**config.mk**
```make
export PLATFORM = sky130hd
export DESIGN_NAME = tgt_period_alarm
export DESIGN_NICKNAME = d
export VERILOG_FILES = /design/src/rtl/alarm_cmp_pkg.sv /design/src/rtl/alarm_shadow.sv /design/src/rtl/alarm_cmp.sv /design/src/rtl/alarm_irq.sv /design/src/rtl/tgt_period_alarm.sv
export SDC_FILE = /design/constraint.sdc
export NUM_CORES = 2
export LEC_CHECK = 0
export ABC_AREA = 1
export BUFFER_PORTS_ARGS = -buffer_cell sky130_fd_sc_hd__buf_2
export CAP_MARGIN = 20
export CORE_MARGIN = 5
export CORE_UTILIZATION = 50
export DETAILED_ROUTE_END_ITERATION = 10
export PLACE_DENSITY_LB_ADDON = 0.2
export SLEW_MARGIN = 20
export SYNTH_ARGS = -nofsm -noshare
export SYNTH_HDL_FRONTEND = slang
export SYNTH_HIERARCHICAL = 1
export SYNTH_SLANG_ARGS = --single-unit
```
**constraint.sdc**
```tcl
create_clock -name clk -period 39.6 [get_ports clk]
set_input_delay 1.98 -clock clk [delete_from_list [all_inputs] [get_ports clk]]
set_output_delay 1.98 -clock clk [all_outputs]
set_load 0.05 [all_outputs]
```
**src/rtl/alarm_cmp_pkg.sv**
```systemverilog
package alarm_cmp_pkg;

  localparam int unsigned DEF_NUM_CMP = 3;
  localparam int unsigned DEF_CNT_W   = 52;
  localparam int unsigned DEF_PER_W   = 26;
  localparam int unsigned DEF_DATA_W  = 32;

  // Field code carried by a staging write.
  typedef enum logic [1:0] {
    FLD_TGT_LO = 2'd0,
    FLD_TGT_HI = 2'd1,
    FLD_PERIOD = 2'd2,
    FLD_NONE   = 2'd3
  } wr_field_e;

endpackage

```
**src/rtl/alarm_shadow.sv**
```systemverilog
// Staging and active copies of one comparator's trigger and spacing.
module alarm_shadow
  import alarm_cmp_pkg::*;
#(
  parameter int unsigned CNT_W  = DEF_CNT_W,
  parameter int unsigned PER_W  = DEF_PER_W,
  parameter int unsigned DATA_W = DEF_DATA_W
) (
  input  logic              clk_i,
  input  logic              rst_ni,
  input  logic              wr_i,
  input  logic [1:0]        field_i,
  input  logic [DATA_W-1:0] data_i,
  input  logic              load_i,
  output logic [CNT_W-1:0]  act_tgt_o,
  output logic [PER_W-1:0]  act_per_o
);

  localparam int unsigned HI_W = CNT_W - DATA_W;

  logic [CNT_W-1:0] shd_tgt_q, shd_tgt_n;
  logic [PER_W-1:0] shd_per_q, shd_per_n;
  logic [CNT_W-1:0] act_tgt_q;
  logic [PER_W-1:0] act_per_q;
  wr_field_e        fld;

  assign fld = wr_field_e'(field_i);

  always_comb begin
    shd_tgt_n = shd_tgt_q;
    shd_per_n = shd_per_q;
    if (wr_i) begin
      case (fld)
        FLD_TGT_LO: shd_tgt_n[DATA_W-1:0]     = data_i;
        FLD_TGT_HI: shd_tgt_n[CNT_W-1:DATA_W] = data_i[HI_W-1:0];
        FLD_PERIOD: shd_per_n                 = data_i[PER_W-1:0];
        default:    ;
      endcase
    end
  end

  always_ff @(posedge clk_i or negedge rst_ni) begin
    if (!rst_ni) begin
      shd_tgt_q <= '0;
      shd_per_q <= '0;
    end else if (wr_i) begin
      shd_tgt_q <= shd_tgt_n;
      shd_per_q <= shd_per_n;
    end
  end

  // Active copy takes the staging value from before this edge.
  always_ff @(posedge clk_i or negedge rst_ni) begin
    if (!rst_ni) begin
      act_tgt_q <= '0;
      act_per_q <= '0;
    end else if (load_i) begin
      act_tgt_q <= shd_tgt_q;
      act_per_q <= shd_per_q;
    end
  end

  assign act_tgt_o = act_tgt_q;
  assign act_per_o = act_per_q;

  // load moves the pre-edge staging values into the active copy
  a_r6_load_copies: assert property (@(posedge clk_i) disable iff (!rst_ni)
    load_i |=> (act_tgt_o == $past(shd_tgt_q)) && (act_per_o == $past(shd_per_q)));

endmodule

```
**src/rtl/alarm_cmp.sv**
```systemverilog
// Compare engine of one comparator: one-shot and repeating operation.
module alarm_cmp
  import alarm_cmp_pkg::*;
#(
  parameter int unsigned CNT_W = DEF_CNT_W,
  parameter int unsigned PER_W = DEF_PER_W
) (
  input  logic             clk_i,
  input  logic             rst_ni,
  input  logic             en_i,
  input  logic             usel_i,
  input  logic             mode_i,
  input  logic             load_i,
  input  logic [CNT_W-1:0] cnt0_i,
  input  logic [CNT_W-1:0] cnt1_i,
  input  logic [CNT_W-1:0] act_tgt_i,
  input  logic [PER_W-1:0] act_per_i,
  output logic             alarm_o
);

  localparam int unsigned PAD_W = CNT_W - PER_W;

  logic [CNT_W-1:0] cnt_sel;
  logic [CNT_W-1:0] per_ext;
  logic             mode_q;
  logic             armed_q, armed_n;
  logic [CNT_W-1:0] nxt_q, nxt_n;
  logic             nxt_en;
  logic             alarm_q;
  logic             rise, per_run, hit_tgt, hit_per, fire;

  assign cnt_sel = usel_i ? cnt1_i : cnt0_i;
  assign per_ext = {{PAD_W{1'b0}}, act_per_i};

  always_comb begin
    rise    = mode_i & ~mode_q;
    per_run = mode_i & mode_q;
    hit_tgt = armed_q & (cnt_sel >= act_tgt_i);
    hit_per = per_run & (cnt_sel >= nxt_q);
    fire    = en_i & (mode_i ? hit_per : hit_tgt);

    if (load_i)               armed_n = 1'b1;
    else if (fire && !mode_i) armed_n = 1'b0;
    else                      armed_n = armed_q;

    nxt_en = rise | (fire & mode_i);
    if (rise) nxt_n = cnt_sel + per_ext;
    else      nxt_n = nxt_q + per_ext;
  end

  always_ff @(posedge clk_i or negedge rst_ni) begin
    if (!rst_ni) begin
      mode_q  <= 1'b0;
      armed_q <= 1'b0;
      alarm_q <= 1'b0;
    end else begin
      mode_q  <= mode_i;
      armed_q <= armed_n;
      alarm_q <= fire;
    end
  end

  always_ff @(posedge clk_i or negedge rst_ni) begin
    if (!rst_ni)     nxt_q <= '0;
    else if (nxt_en) nxt_q <= nxt_n;
  end

  assign alarm_o = alarm_q;

  // a disabled comparator raises nothing
  a_r1_disabled_silent: assert property (@(posedge clk_i) disable iff (!rst_ni)
    !en_i |=> !alarm_o);

  // the cycle that turns repeating mode on never fires
  a_r5_rise_no_fire: assert property (@(posedge clk_i) disable iff (!rst_ni)
    (mode_i && !mode_q) |=> !alarm_o);

  // a one-shot pulse is not followed by another without a new load
  a_r10_single_pulse: assert property (@(posedge clk_i) disable iff (!rst_ni)
    (alarm_o && !$past(mode_i) && !$past(load_i) && !mode_i) |=> !alarm_o);

endmodule

```
**src/rtl/alarm_irq.sv**
```systemverilog
// Pending bits with write-one-to-clear and enable mask.
module alarm_irq
  import alarm_cmp_pkg::*;
#(
  parameter int unsigned NUM_CMP = DEF_NUM_CMP
) (
  input  logic               clk_i,
  input  logic               rst_ni,
  input  logic [NUM_CMP-1:0] alarm_i,
  input  logic [NUM_CMP-1:0] clr_i,
  input  logic [NUM_CMP-1:0] ena_i,
  output logic [NUM_CMP-1:0] raw_o,
  output logic [NUM_CMP-1:0] irq_o
);

  logic [NUM_CMP-1:0] raw_q, raw_n;
  logic               raw_en;

  always_comb begin
    raw_n  = (raw_q & ~clr_i) | alarm_i;
    raw_en = |(clr_i | alarm_i);
  end

  always_ff @(posedge clk_i or negedge rst_ni) begin
    if (!rst_ni)     raw_q <= '0;
    else if (raw_en) raw_q <= raw_n;
  end

  assign raw_o = raw_q;
  assign irq_o = raw_q & ena_i;

  // every event pulse leaves its pending bit set
  a_r7_set_on_alarm: assert property (@(posedge clk_i) disable iff (!rst_ni)
    (alarm_i != '0) |=> ((raw_q & $past(alarm_i)) == $past(alarm_i)));

  // an uncleared pending bit holds
  a_r7_hold: assert property (@(posedge clk_i) disable iff (!rst_ni)
    ((raw_q & ~clr_i) != '0) |=> ((raw_q & $past(raw_q & ~clr_i)) == $past(raw_q & ~clr_i)));

endmodule

```
**src/rtl/tgt_period_alarm.sv**
```systemverilog
module tgt_period_alarm
  import alarm_cmp_pkg::*;
#(
  parameter int unsigned NUM_CMP = DEF_NUM_CMP,
  parameter int unsigned CNT_W   = DEF_CNT_W,
  parameter int unsigned PER_W   = DEF_PER_W,
  parameter int unsigned DATA_W  = DEF_DATA_W,
  localparam int unsigned IDX_W  = (NUM_CMP > 1) ? $clog2(NUM_CMP + 1) : 1
) (
  input  logic               clk,
  input  logic               rst_n,
  input  logic [CNT_W-1:0]   cnt0_i,
  input  logic [CNT_W-1:0]   cnt1_i,
  input  logic [NUM_CMP-1:0] cmp_en_i,
  input  logic [NUM_CMP-1:0] unit_sel_i,
  input  logic [NUM_CMP-1:0] mode_i,
  input  logic [NUM_CMP-1:0] load_i,
  input  logic               wr_en_i,
  input  logic [IDX_W-1:0]   wr_idx_i,
  input  logic [1:0]         wr_field_i,
  input  logic [DATA_W-1:0]  wr_data_i,
  input  logic [NUM_CMP-1:0] int_ena_i,
  input  logic [NUM_CMP-1:0] int_clr_i,
  output logic [NUM_CMP-1:0] alarm_evt_o,
  output logic [NUM_CMP-1:0] int_raw_o,
  output logic [NUM_CMP-1:0] int_o
);

  logic rst_s1, rst_s2;

  always_ff @(posedge clk or negedge rst_n) begin
    if (!rst_n) begin
      rst_s1 <= 1'b0;
      rst_s2 <= 1'b0;
    end else begin
      rst_s1 <= 1'b1;
      rst_s2 <= rst_s1;
    end
  end

  logic [NUM_CMP-1:0] alarm;

  for (genvar gi = 0; gi < NUM_CMP; gi++) begin : g_cmp
    logic             wr_hit;
    logic [CNT_W-1:0] act_tgt;
    logic [PER_W-1:0] act_per;

    assign wr_hit = wr_en_i && (wr_idx_i == IDX_W'(gi));

    alarm_shadow #(
      .CNT_W (CNT_W),
      .PER_W (PER_W),
      .DATA_W(DATA_W)
    ) u_shadow (
      .clk_i    (clk),
      .rst_ni   (rst_s2),
      .wr_i     (wr_hit),
      .field_i  (wr_field_i),
      .data_i   (wr_data_i),
      .load_i   (load_i[gi]),
      .act_tgt_o(act_tgt),
      .act_per_o(act_per)
    );

    alarm_cmp #(
      .CNT_W(CNT_W),
      .PER_W(PER_W)
    ) u_cmp (
      .clk_i    (clk),
      .rst_ni   (rst_s2),
      .en_i     (cmp_en_i[gi]),
      .usel_i   (unit_sel_i[gi]),
      .mode_i   (mode_i[gi]),
      .load_i   (load_i[gi]),
      .cnt0_i   (cnt0_i),
      .cnt1_i   (cnt1_i),
      .act_tgt_i(act_tgt),
      .act_per_i(act_per),
      .alarm_o  (alarm[gi])
    );
  end

  alarm_irq #(
    .NUM_CMP(NUM_CMP)
  ) u_irq (
    .clk_i  (clk),
    .rst_ni (rst_s2),
    .alarm_i(alarm),
    .clr_i  (int_clr_i),
    .ena_i  (int_ena_i),
    .raw_o  (int_raw_o),
    .irq_o  (int_o)
  );

  assign alarm_evt_o = alarm;

endmodule

```
Word level (Yosys, flattened, before mapping)
Index checks and enable logic that the tools add are counted.

operators by class
  add/sub/neg operators = 6
  order comparisons = 6
  equality and inequality tests = 4
  multiplexer cells = 15
  bitwise gates (word level) = 29
  reductions and logical operators = 24

operators by type and width
  cell                                            number
  adder 52 x 26 -> 52 bit                         6
  greater-or-equal comparator 52 bit              6
  two-way mux 52 bit                              6
  bitwise AND 1 bit                               18
  AND reduction 2 bit                             9
  two-way mux 1 bit                               9
  bitwise AND 3 bit                               2
  logical AND 1 bit                               6
  OR 3 bit                                        2
  nonzero test 2 bit                              3
  == test 2 x 1 -> 1 bit (second input constant)  2
  == test 2 bit (second input constant)           2
  logical NOT 2 bit                               2
  logical NOT 1 bit                               3
  NOT 1 bit                                       3
  NOT 3 bit                                       1
  OR 1 bit                                        3
  OR reduction 3 bit                              1

word-level totals
  flip-flop bits (word level) = 638
  input port bits = 161
  output and inout port bits = 9
  logic and storage cells = 114

Logic depth before layout (Yosys ltp)
  word-level depth = 8
  depth in mapped cells = 26
  gate-level depth less buffers = 23

Hierarchy
The synthesis kept the hierarchy.

modules (own cells, without submodules)
  module                      times used  cells an instance  area each (um^2)  seq. area each (um^2)
  alarm_shadow                3           675                6,163.4           3,903.7
  alarm_cmp (g_cmp[1].u_cmp)  1           1,500              8,912.3           1,376.3
  alarm_cmp (g_cmp[2].u_cmp)  1           1,529              8,912.3           1,376.3
  alarm_cmp (g_cmp[0].u_cmp)  1           1,472              8,742.1           1,376.3
  alarm_irq                   1           21                 142.6             75.1
  tgt_period_alarm            1           10                 80.1              50.0

Worst setup path after synthesis
OpenSTA, ideal clock, no wires.

  path kind = input port to flip-flop
  start = input mode_i[1]
  end = register g_cmp[1].u_cmp.nxt_q[46]
  setup time = 0.117 ns
  data arrival time = 4.847 ns
  setup slack = 34.636 ns
  stages on the path = 26
  path buffers = 3
  path through = inv_2 > nor2_8 > buf_8 > inv_2 > clkbuf_1 > buf_1 > nand2_1 > o21ai_0 > ha_1 > inv_1 > fa_1 > nand3b_1 > nand2_1 > nand2_1 > nand2_1 > nand2_1 > nand2_1 > nand2_1 > nand3_1 > nand2_1 > inv_1 > nand2_1 > nand2_1 > nand2_1 > nand2_1 > nand2_1

on the way
  cells in the longest elaborated chain, start to end = 6
  elaborated cells between the ends (all ways) = 8
  classes of those cells = mux (2); bitwise (6)

RTL lines
  item                    line                    RTL
  start: declaration      tgt_period_alarm.sv:16  input logic [NUM_CMP-1:0] mode_i,
  bitwise AND 1 bit       alarm_cmp.sv:37         per_run = mode_i & mode_q;
  bitwise AND 1 bit       alarm_cmp.sv:39         hit_per = per_run & (cnt_sel >= nxt_q);
  two-way mux 1 bit       alarm_cmp.sv:40         fire = en_i & (mode_i ? hit_per : hit_tgt);
  bitwise AND 1 bit       alarm_cmp.sv:40
  bitwise AND 1 bit       alarm_cmp.sv:46         nxt_en = rise | (fire & mode_i);
  OR 1 bit                alarm_cmp.sv:46
  end signal: assignment  alarm_cmp.sv:65         else if (nxt_en) nxt_q <= nxt_n;
  end: declaration        alarm_cmp.sv:27         logic [CNT_W-1:0] nxt_q, nxt_n;

Several ways; a longest one is shown, not always the timed one.
A chain may end at the register's enable or synchronous reset.

Worst setup path in the final report
  start = input unit_sel_i[0]
  end = register g_cmp[0].u_cmp.nxt_q[19]

on the way
  cells in the longest elaborated chain, start to end = 7
  elaborated cells between the ends (all ways) = 11
  classes of those cells = add/sub (1); order compare (2); mux (3); bitwise (5)

RTL lines
  item                                                   line                              RTL
  start: declaration                                     tgt_period_alarm.sv:15            input logic [NUM_CMP-1:0] unit_sel_i,
  two-way mux 52 bit *                                   alarm_cmp.sv:32                   assign cnt_sel = usel_i ? cnt1_i : cnt0_i;
  greater-or-equal comparator 52 bit (on tied branches)  alarm_cmp.sv:38, alarm_cmp.sv:39
  bitwise AND 1 bit (on tied branches)                   alarm_cmp.sv:38, alarm_cmp.sv:39
  two-way mux 1 bit                                      alarm_cmp.sv:40
  bitwise AND 1 bit                                      alarm_cmp.sv:40
  bitwise AND 1 bit                                      alarm_cmp.sv:46
  OR 1 bit                                               alarm_cmp.sv:46
  end signal: assignment                                 alarm_cmp.sv:65
  end: declaration                                       alarm_cmp.sv:27

Mark *: on every way between the ends. The rest lies on a longest branch, timed or not.

==> flow_summary.toml <==
[sta]
setup_ws_ns = 33.52
rsz0062_at_grt = "no"
setup_tns_ns = 0
worst_pin_slew_ns = 1.075
worst_hold_slack_ns = 0.3498
hold_viol = 0
post-route-min-period_ns = 6.076
skew_ns = 0.03547
fmax_mhz = 164.6
slew_headroom_pct = 28.36
setup_viol = 0
period_share_pct = 15.34
drv_slew = 0

[clock_network]
htree_levels = 3
cts_tree = "done"
post_cts_buffers = 0
clkSlewWorstSetupHoldPaths_ns = 0.06
numCtsBuffers = 77
cts_buffer_depth = 3
post_cts_resized = 0
clk_latency_ns = 0.66
root_buffer = "clkbuf_16"
hold_buffers = 0
cts.sinks = 638

[power_and_ir_drop]
combPwrFrac_pct = 37.5
sw_frac_of_total_pct = 40.32
p_per_area_nw_per_um2 = 53.27
seqPwrFrac_pct = 34.4
leakagePower_nw = 26.35
peakVddDrop_mv = 0.04192
p_int_mw = 1.565
power.switching_mw = 1.058
clockPowerShare_pct = 28.1

[synth]
synth_area_per_cell_um2 = 6.906
syn_inst = 6557
ys_seq_area_share_pct = 35.26
synthFlopType = "dfrtp_1"
synth_enable_flop_cells = 0
ys_seq_elements = 638
ys.warnings.count = 6
syn_area_um2 = 45280
synth_fp_nets = 7111
synth.distinct_cells = 49
synth-async-reset-ratio_pct = 100.0

[drt]
drt_iter0_drc = 4718
wl_per_cell_um = 20.90
dr.pass1.iters = 7
drc = 0
viasPerCell = 5.593
num_vias = 43830
ant_nets = 0
routed_wl_mm = 163.8

[global_routing]
antenna_found_initial = 13
grt_overflow = 0
grtUsageTotal_pct = 32.94
grt_pass1_wl_mm = 247.5
grt_max_degree = 169
grt_pass1_vias = 41460

[finish]
layout_common_cells = "nand2_1, inv_1, dfrtp_1"
drive_gt1_share_pct = 6.990
final_area_um2 = 49240
fin_nets = 7149
regArea_um2 = 15970
n_fill_cell = 8973
area_delta_synth_final_pct = 8.743
multi_input_area_um2 = 24790
final_common_cell = "nand2_1"

[critical_path]
path_common_cell = "nand2_1"
crit_start = "unit_sel_i[0]"
setup.worst_path.class = "in2reg"
max_stage_delay_ns = 0.91
worstReg2RegStart = "g_cmp[1].u_cmp/mode_q$_DFF_PN0_"
cp.required_ns = 40.18
path_cells = "buf_2 > buf_4 > clkinv_2 > nand2_1 > nand2_1 > ha_1 > nand2_1 > nor2_1 > nand4_1 > nor2_1 > nand2_1 > nand3_1 > nand4_2 > buf_4 > nand2_1 > buf_4 > nand2_1 > nand2_1"
regToRegEndpoint = "g_cmp[1].u_cmp/nxt_q[46]$_DFFE_PN0P_"
startpoint_type = "primary input"
worstPathArrival_ns = 6.66
critPathSlowestCell = "clkinv_2"
crit_fanout = 53
r2r_slack_ns = 35.32
endpoint_kind = "flop"
r2r_cells = 24

[floorplan]
die_h_um = 310.9
dieArea_um2 = 96680
rows = 110
start_util_pct = 50.30
die_w_um = 310.9
io_pins = 170
core-area_um2 = 90010

[placed_design]
gp_congestion = 0.9828
post_dp_cell_area_um2 = 46620
preCtsSetupSlack_ns = 32.95
dp_hpwl_mm = 120.7
portBuffers = 169

[worst_hold_path]
hold_path.class = "reg2reg"
worstHoldEndpoint = "rst_s2$_DFF_PN0_"
hold_depth = 0
hp-start = "rst_s1$_DFF_PN0_"

[status]
run_status = "complete, no violations"

[run]
cap_violations = 0
## cell usage after synthesis (16+ instances only)
library cell,count,area (um2)
nand2_1,2534,9512
inv_1,838,3146
nand3_1,414,2072
buf_6,21,236.5
o21ai_0,413,2067
xnor2_1,18,157.7
nand4_1,188,1176
a21oi_1,226,1131
buf_1,23,86.33
ha_1,390,4880
a21o_1,26,195.2
nor2_1,304,1141
clkbuf_1,80,300.3
nor2_2,18,112.6
buf_2,102,510.5
nor3_1,21,105.1
o21bai_1,18,135.1
xor2_1,71,621.9
buf_4,23,172.7
o21ai_2,39,341.6
nand3b_1,31,232.7
dfrtp_1,638,15970
nand2_2,16,100.1
## flip-flops by register name (all words and copies together) (netlist names), 78 cells and up
register,flops
g_cmp.u_shadow/shd_tgt_q,156
g_cmp.u_shadow/act_per_o,78
g_cmp.u_shadow/shd_per_q,78
g_cmp.u_cmp/nxt_q,156
g_cmp.u_shadow/act_tgt_o,156
## through the flow
step	total power, mW	utilization [%]	cells
6_report	2.623	54.70	7837
5_1_grt	2.807	54.68	7828
4_1_cts	2.619	54.67	7828
3_5_place_dp	1.873	51.79	7692
3_3_place_gp	1.858	51.79	7692
2_1_floorplan	1.592	-	6557
## per-layer routing
layer	wire length (um)	global-route usage [%]	vias up
li1	-	-	20920
met1	67040	44.02	20510
met2	70360	49.74	1915
met3	16270	8.425	474
met4	10040	16.66	12
met5	88	0	-
## kinds of logic (layout without fill, tap and decap cells)
family | after synthesis | after routing | synth area share (%)
compound gates | 757 | 757 | 9.094
buf+inv | 1105 | 1200 | 10.04
flops | 638 | 638 | 35.26
other cells | 1 | 10 | 0.008282
simple gates | 3571 | 3571 | 32.90
xor+xnor | 89 | 89 | 1.722
mux | 3 | 3 | 0.06632
fa+ha+maj | 393 | 393 | 10.91
## power groups by stage
stage,Sequential (mW),Combinational (mW),Clock [mW]
4_1_cts,0.901,0.971,0.748
5_1_grt,0.921,1.11,0.772
2_1_floorplan,0.896,0.697,0
3_5_place_dp,0.909,0.964,0
3_3_place_gp,0.908,0.951,0
6_report,0.903,0.982,0.738
## how the worst max path moves through the flow
stage,depth (start not counted),end
2_1_floorplan,0,g_cmp[0].u_cmp/alarm_o$_DFF_PN0_
3_3_place_gp,18,g_cmp[0].u_cmp/nxt_q[1]$_DFFE_PN0P_
3_5_place_dp,18,g_cmp[0].u_cmp/nxt_q[7]$_DFFE_PN0P_
4_1_cts,18,g_cmp[0].u_cmp/nxt_q[18]$_DFFE_PN0P_
5_1_grt,18,g_cmp[0].u_cmp/nxt_q[5]$_DFFE_PN0P_
6_report,18,g_cmp[0].u_cmp/nxt_q[19]$_DFFE_PN0P_
## critical path, delay by kind of cell
kind	cells	cell delay, ns
fa+ha+maj	1	0.36
buf+inv	5	2.30
simple gates	12	1.94
## layout make-up
class | instances | share of cell area [%]
diodes | 9 | 0.04574
clock buffers | 100 | 4.394
clock inverters | 36 | 0.8767
inverters | 854 | 6.523
multi-input cells | 4814 | 50.35
flip-flops and latches | 638 | 32.43
well taps | 1176 | 2.988
repair buffers | 210 | 2.391
(Power assumes the default switching activity.)
